**config.mk**
```make
export PLATFORM = sky130hd
export DESIGN_NAME = bus_tgt
export DESIGN_NICKNAME = d
export VERILOG_FILES = /design/src/rtl/bt_pkg.sv /design/src/rtl/bt_decode.sv /design/src/rtl/bt_store.sv /design/src/rtl/bt_fsm.sv /design/src/rtl/bus_tgt.sv
export SDC_FILE = /design/constraint.sdc
export NUM_CORES = 1
export LEC_CHECK = 0
export ABC_AREA = 1
export BUFFER_PORTS_ARGS = -buffer_cell sky130_fd_sc_hd__buf_4
export CORE_MARGIN = 4
export CORE_UTILIZATION = 60
export CTS_CLUSTER_DIAMETER = 150
export CTS_CLUSTER_SIZE = 28
export DETAILED_ROUTE_END_ITERATION = 10
export PLACE_DENSITY = 0.79
export REMOVE_ABC_BUFFERS = 1
export SYNTH_ARGS = -nofsm -noshare
export SYNTH_HDL_FRONTEND = slang
export SYNTH_SLANG_ARGS = --single-unit
```
**constraint.sdc**
```tcl
create_clock -name clk -period 4 [get_ports clk]
set_input_delay 0.6 -clock clk [delete_from_list [all_inputs] [get_ports clk]]
set_output_delay 0.6 -clock clk [all_outputs]
set_load 0.02 [all_outputs]
```
**src/rtl/bt_pkg.sv**
```systemverilog
package bt_pkg;
  typedef enum logic [1:0] {
    ST_IDLE = 2'd0,  // waiting for an address phase
    ST_TURN = 2'd1,  // read turnaround after the address phase
    ST_DATA = 2'd2,  // data phases, more may follow
    ST_LAST = 2'd3   // initiator flagged the final phase, not yet done
  } tgt_state_e;

  localparam logic [3:0] CMD_MEM_RD = 4'b0110;
  localparam logic [3:0] CMD_MEM_WR = 4'b0111;
endpackage

```
**src/rtl/bt_decode.sv**
```systemverilog
module bt_decode #(
  parameter logic [31:0] BASE_ADDR = 32'h0001_0000,
  parameter int          DEPTH     = 16,
  localparam int         IDX_W     = $clog2(DEPTH)
) (
  input  logic [31:0]      ad_in,
  input  logic [3:0]       cbe_n,
  output logic             hit,
  output logic             is_wr,
  output logic [IDX_W-1:0] idx
);
  import bt_pkg::*;

  localparam logic [32:0] WIN_END = {1'b0, BASE_ADDR} + 33'(DEPTH * 4);

  logic cmd_ok;
  logic in_win;

  always_comb begin
    cmd_ok = (cbe_n == CMD_MEM_RD) || (cbe_n == CMD_MEM_WR);
    in_win = (ad_in >= BASE_ADDR) && ({1'b0, ad_in} < WIN_END);
    hit    = cmd_ok && in_win;
    is_wr  = (cbe_n == CMD_MEM_WR);
    // window is aligned to its own size, so low address bits index the store
    idx    = ad_in[2 +: IDX_W];
  end
endmodule

```
**src/rtl/bt_store.sv**
```systemverilog
module bt_store #(
  parameter int  DEPTH = 16,
  localparam int IDX_W = $clog2(DEPTH)
) (
  input  logic             clk,
  input  logic             rst_n,
  input  logic             we,
  input  logic [3:0]       be_n,
  input  logic [IDX_W-1:0] widx,
  input  logic [31:0]      wdata,
  input  logic [IDX_W-1:0] ridx,
  output logic [31:0]      rdata
);
  for (genvar g = 0; g < 4; g++) begin : g_lane
    logic [7:0] lane_mem [DEPTH];

    always_ff @(posedge clk or negedge rst_n) begin
      if (!rst_n) begin
        for (int i = 0; i < DEPTH; i++) lane_mem[i] <= '0;
      end else if (we && !be_n[g]) begin
        lane_mem[widx] <= wdata[8*g +: 8];
      end
    end

    assign rdata[8*g +: 8] = lane_mem[ridx];
  end
endmodule

```
**src/rtl/bt_fsm.sv**
```systemverilog
module bt_fsm #(
  parameter int  DEPTH = 16,
  localparam int IDX_W = $clog2(DEPTH)
) (
  input  logic             clk,
  input  logic             rst_n,
  input  logic             frame_n,
  input  logic             irdy_n,
  input  logic             stall_req,
  input  logic             hit,
  input  logic             is_wr,
  input  logic [IDX_W-1:0] idx_in,
  output logic [IDX_W-1:0] cur_idx,
  output logic             wr_en,
  output logic             ad_oe,
  output logic             trdy_n,
  output logic             devsel_n,
  output logic             ctl_oe
);
  import bt_pkg::*;

  tgt_state_e       state_q, state_d;
  logic             wr_q;
  logic             rel_q;
  logic             foreign_q;
  logic [IDX_W-1:0] idx_q;
  logic             data_ph;
  logic             xfer;
  logic             final_xfer;
  logic             claim;

  always_comb begin
    data_ph    = (state_q == ST_DATA) || (state_q == ST_LAST);
    xfer       = data_ph && !irdy_n && !stall_req;
    final_xfer = xfer && frame_n;
    claim      = (state_q == ST_IDLE) && !frame_n && !foreign_q && hit;

    state_d = state_q;
    unique case (state_q)
      ST_IDLE: if (claim) state_d = is_wr ? ST_DATA : ST_TURN;
      ST_TURN: state_d = ST_DATA;
      ST_DATA: begin
        if (final_xfer)   state_d = ST_IDLE;
        else if (frame_n) state_d = ST_LAST;
      end
      ST_LAST: if (xfer) state_d = ST_IDLE;
      default: state_d = ST_IDLE;
    endcase
  end

  always_ff @(posedge clk or negedge rst_n) begin
    if (!rst_n) begin
      state_q   <= ST_IDLE;
      wr_q      <= 1'b0;
      rel_q     <= 1'b0;
      foreign_q <= 1'b0;
      idx_q     <= '0;
    end else begin
      state_q <= state_d;
      rel_q   <= final_xfer;
      if (claim) begin
        wr_q  <= is_wr;
        idx_q <= idx_in;
      end else if (xfer) begin
        idx_q <= idx_q + 1'b1;  // DEPTH is a power of two: wraps naturally
      end
      if (state_q == ST_IDLE && !frame_n && !foreign_q && !hit)
        foreign_q <= 1'b1;
      else if (foreign_q && frame_n && irdy_n)
        foreign_q <= 1'b0;
    end
  end

  always_comb begin
    cur_idx  = idx_q;
    wr_en    = xfer && wr_q;
    ad_oe    = data_ph && !wr_q;
    trdy_n   = !(data_ph && !stall_req);
    devsel_n = (state_q == ST_IDLE);
    ctl_oe   = (state_q != ST_IDLE) || rel_q;
  end
endmodule

```
**src/rtl/bus_tgt.sv**
```systemverilog
module bus_tgt #(
  parameter logic [31:0] BASE_ADDR = 32'h0001_0000,
  parameter int          DEPTH     = 16
) (
  input  logic        clk,
  input  logic        rst_n,
  input  logic        frame_n,
  input  logic        irdy_n,
  input  logic [3:0]  cbe_n,
  input  logic [31:0] ad_in,
  input  logic        stall_req,
  output logic [31:0] ad_out,
  output logic        ad_oe,
  output logic        trdy_n,
  output logic        devsel_n,
  output logic        ctl_oe
);
  localparam int IDX_W = $clog2(DEPTH);

  logic             hit;
  logic             is_wr;
  logic [IDX_W-1:0] dec_idx;
  logic [IDX_W-1:0] cur_idx;
  logic             wr_en;

  bt_decode #(.BASE_ADDR(BASE_ADDR), .DEPTH(DEPTH)) u_decode (
    .ad_in (ad_in),
    .cbe_n (cbe_n),
    .hit   (hit),
    .is_wr (is_wr),
    .idx   (dec_idx)
  );

  bt_fsm #(.DEPTH(DEPTH)) u_fsm (
    .clk       (clk),
    .rst_n     (rst_n),
    .frame_n   (frame_n),
    .irdy_n    (irdy_n),
    .stall_req (stall_req),
    .hit       (hit),
    .is_wr     (is_wr),
    .idx_in    (dec_idx),
    .cur_idx   (cur_idx),
    .wr_en     (wr_en),
    .ad_oe     (ad_oe),
    .trdy_n    (trdy_n),
    .devsel_n  (devsel_n),
    .ctl_oe    (ctl_oe)
  );

  bt_store #(.DEPTH(DEPTH)) u_store (
    .clk   (clk),
    .rst_n (rst_n),
    .we    (wr_en),
    .be_n  (cbe_n),
    .widx  (cur_idx),
    .wdata (ad_in),
    .ridx  (cur_idx),
    .rdata (ad_out)
  );
endmodule

```
==> metrics.txt <==
status=completed; xor/xnor share of the synthesized area=0.0373%; die width=206 um; # nets final=2759; cell taking the most area after synthesis=dfrtp_1; crit path buf inv count=3; layout overhead on the synthesized area=5.47%; Syn Inst Count=2777; synthesized area per cell=8.45 sq um; post-route ant nets=0; vias=19900; Max Root-Sink Buffers=3; FF+latch count, synth=521; Worst Max-Slew Pin Slew=1.01 ns; CTS HTree Levels=1; Compound-Gate Fraction of Synth Area=20.0%; CORE AREA=38600 sq um; cell with the most instances after synthesis=o21ai_0; CP Capture Type=output port; clock group share of total power=19.7%; GP Congestion=0.883; Yosys warning total=0; WL per Instance=19.7 um; Worst Path Required=3.40 ns; first-pass GRT wire length=102 mm; DRT iter0 DRCs=2255; Post-Synth Adder-Cell Area=0.213%; mux share of post-synthesis cell area=0%; combinational share of power=40.5%; RR Startpoint=u_fsm.cur_idx[0]; crit path launch=u_fsm.cur_idx[0]; Relative slew margins=33.0%; Async S/R FF share, synth=100%; Synth area leaders=dfrtp_1 56%, o21ai_0 15%, nand2_1 11%; Pwr Total=13.6 mW; Buffers on Ports=76; Final Util=64.1%; Worst EP arrival=2.94 ns; Final HPWL DP=39.0 mm; Tot GR Track Use=30.0%; total die area=42400 sq um; Setup Skew=0.0143 ns; Sinks on Clock Net=521; largest family of logic cells by synthesized area=compound AO/OA/AOI/OAI gates; Switching Fraction=40.4%; clk root buf=clkbuf_16; Critical Path Start Type=flop; DRT Wirelength=63.6 mm; clk_lat worst skew=0.56 ns; Post-synth top cells=720 x o21ai_0, 696 x nand2_1, 521 x dfrtp_1, 279 x nor2_1, 134 x clkbuf_1; PnR worst setup slack=0.465 ns; post-synthesis cell type count=27; Tmin final=3.54 ns; Filler Cell Count=3240; setup bufs post-CTS=0; largest net degree at the start of global routing=132; Most used DFF post-synth=dfrtp_1; final global-route overflow total=0; sequential power share=39.8%; vias in the first global route=18900; post-cts resize count=0; number of placed I/O pins=77; # setup viols final=0; Remaining DRCs=0; pwr dens=549 nW/um^2; CTS tree=built; TNS Setup=0 ns; fmax=0.283 GHz; layout cell share with drive strength beyond 1=7.62%; Synth top area share=55.5%; total CTS buffers=22; total leakage power=11.3 nW; n_diodes=0; RSZ-0062 raised after global routing=no; EDFF count, synth=0; pre-CTS setup slack=1.12 ns; NetSw=5.49 mW; Final Cycle Share=88.4%; peak supply drop=0.000540 V; num rows=72; Starting Density=60.7%; worst-path fanout max=84; max-cap violation count=0; Slew Limit Fails=0; via/cell ratio=6.15; initial antenna violation count=0; cell area after synthesis=23500 sq um; Simple-Gate Fraction of Synth Area=19.4%; Die Ht=206 um; hold buffers post-CTS=0; clk slew on worst S/H paths=0.11 ns; Critical Path Slowest Stage Cell=dfrtp_4; crit-path max cell delay=0.68 ns; min-delay worst type=primary input to async pin; drt first pass iters=6; critical-path cell list=inv_6 -> buf_12 -> o21ai_0 -> o22ai_1 -> nand2_1 -> nand4_1 -> buf_4; Final Hold Fails=0; Largest delay share family, worst path=buffers and inverters; P_int=8.10 mW; Seq/Total Area, Yosys=55.5%; Crit Path Category=flop to output port
==> state kept, by name (all words and copies together) (netlist names) <==
register and count:
u_fsm.wr_q 1, u_fsm.rel_q 1, u_fsm.state_q 2, u_fsm.cur_idx 4, u_store.g_lane.lane_mem 512, u_fsm.foreign_q 1
==> per-layer routing <==
layer | part of all wire [%] | routed length, um | track usage (%) | vias up
met4 | 3.9 | 2470 | 10.4 | 0
met5 | 0 | 0 | 0 | -
met2 | 45 | 28700 | 46.4 | 1007
met3 | 9.2 | 5880 | 4.57 | 162
met1 | 42 | 26600 | 44.0 | 9570
li1 | - | - | - | 9144
==> layout make-up <==
type | count | area (sq um) | share of cell area [%]
inverters | 56 | 216 | 0.874
well taps | 518 | 648 | 2.62
clock inverters | 1 | 16.3 | 0.0657
multi-input cells | 2004 | 9310 | 37.6
clock buffers | 25 | 583 | 2.35
flip-flops and latches | 521 | 13000 | 52.7
repair buffers | 109 | 938 | 3.79
==> cells by family after synthesis <==
family                   after synthesis
XOR/XNOR                               1
AND/OR/NAND/NOR                     1095
adder cells (fa/ha/maj)                4
AO/OA/AOI/OAI                        904
flip-flops                           521
buffers and inverters                252
==> stage by stage <==
| stage | hold slack [ns] | instances | instance area [sq um] |
|---|---|---|---|
| detailed placement | 0.468 | 3208 | 24200 |
| floorplan | 0.304 | 2581 | 22600 |
| global placement | 0.460 | 3208 | 24200 |
| CTS | 0.167 | 3234 | 24800 |
| global route | 0.153 | 3234 | 24800 |
| finish | 0.0948 | 3234 | 24800 |
==> cells in the final DEF (no fill, tap or decap) <==
cell / n
inv_6: 1
nor3_1: 1
inv_2: 4
clkbuf_16: 23
and2_1: 2
nand3_1: 15
buf_4: 99
nor2_4: 16
dfrtp_4: 2
nor2_2: 3
ha_1: 4
clkinv_2: 1
o21ai_0: 720
o21ai_1: 52
nand4_1: 36
a21oi_1: 4
inv_1: 50
nand2_2: 28
xor2_1: 1
clkbuf_1: 2
clkinv_8: 1
nand2_1: 696
buf_8: 1
nor2_1: 279
or2_2: 1
nand2_4: 17
dfrtp_1: 519
nor2_8: 1
o22ai_1: 128
buf_12: 9
==> path summary, 6_finish.rpt <==
kind / to / slack, ns / depth (start not counted)
setup / recovery: ad_out[1] / 0.46 / 7
hold / removal: u_store.g_lane[1].lane_mem[91] / 0.09 / 1
setup reg to reg: u_store.g_lane[1].lane_mem[119] / 1.08 / 7
hold reg to reg: u_store.g_lane[1].lane_mem[15] / 0.49 / 2
max in group asynchronous: u_store.g_lane[2].lane_mem[51] / 2.81 / 2
min in group clk: u_fsm.cur_idx[0] / 0.28 / 3
==> power by group through the flow <==
stage	clock network [mW]	registers (mW)	logic [mW]
global placement	0	5.51	5.34
finish	2.68	5.42	5.50
global route	2.89	5.42	5.98
floorplan	0	5.74	3.39
CTS	2.71	5.41	5.43
detailed placement	0	5.51	5.41
Note: power is estimated with default switching activity, not from simulation.
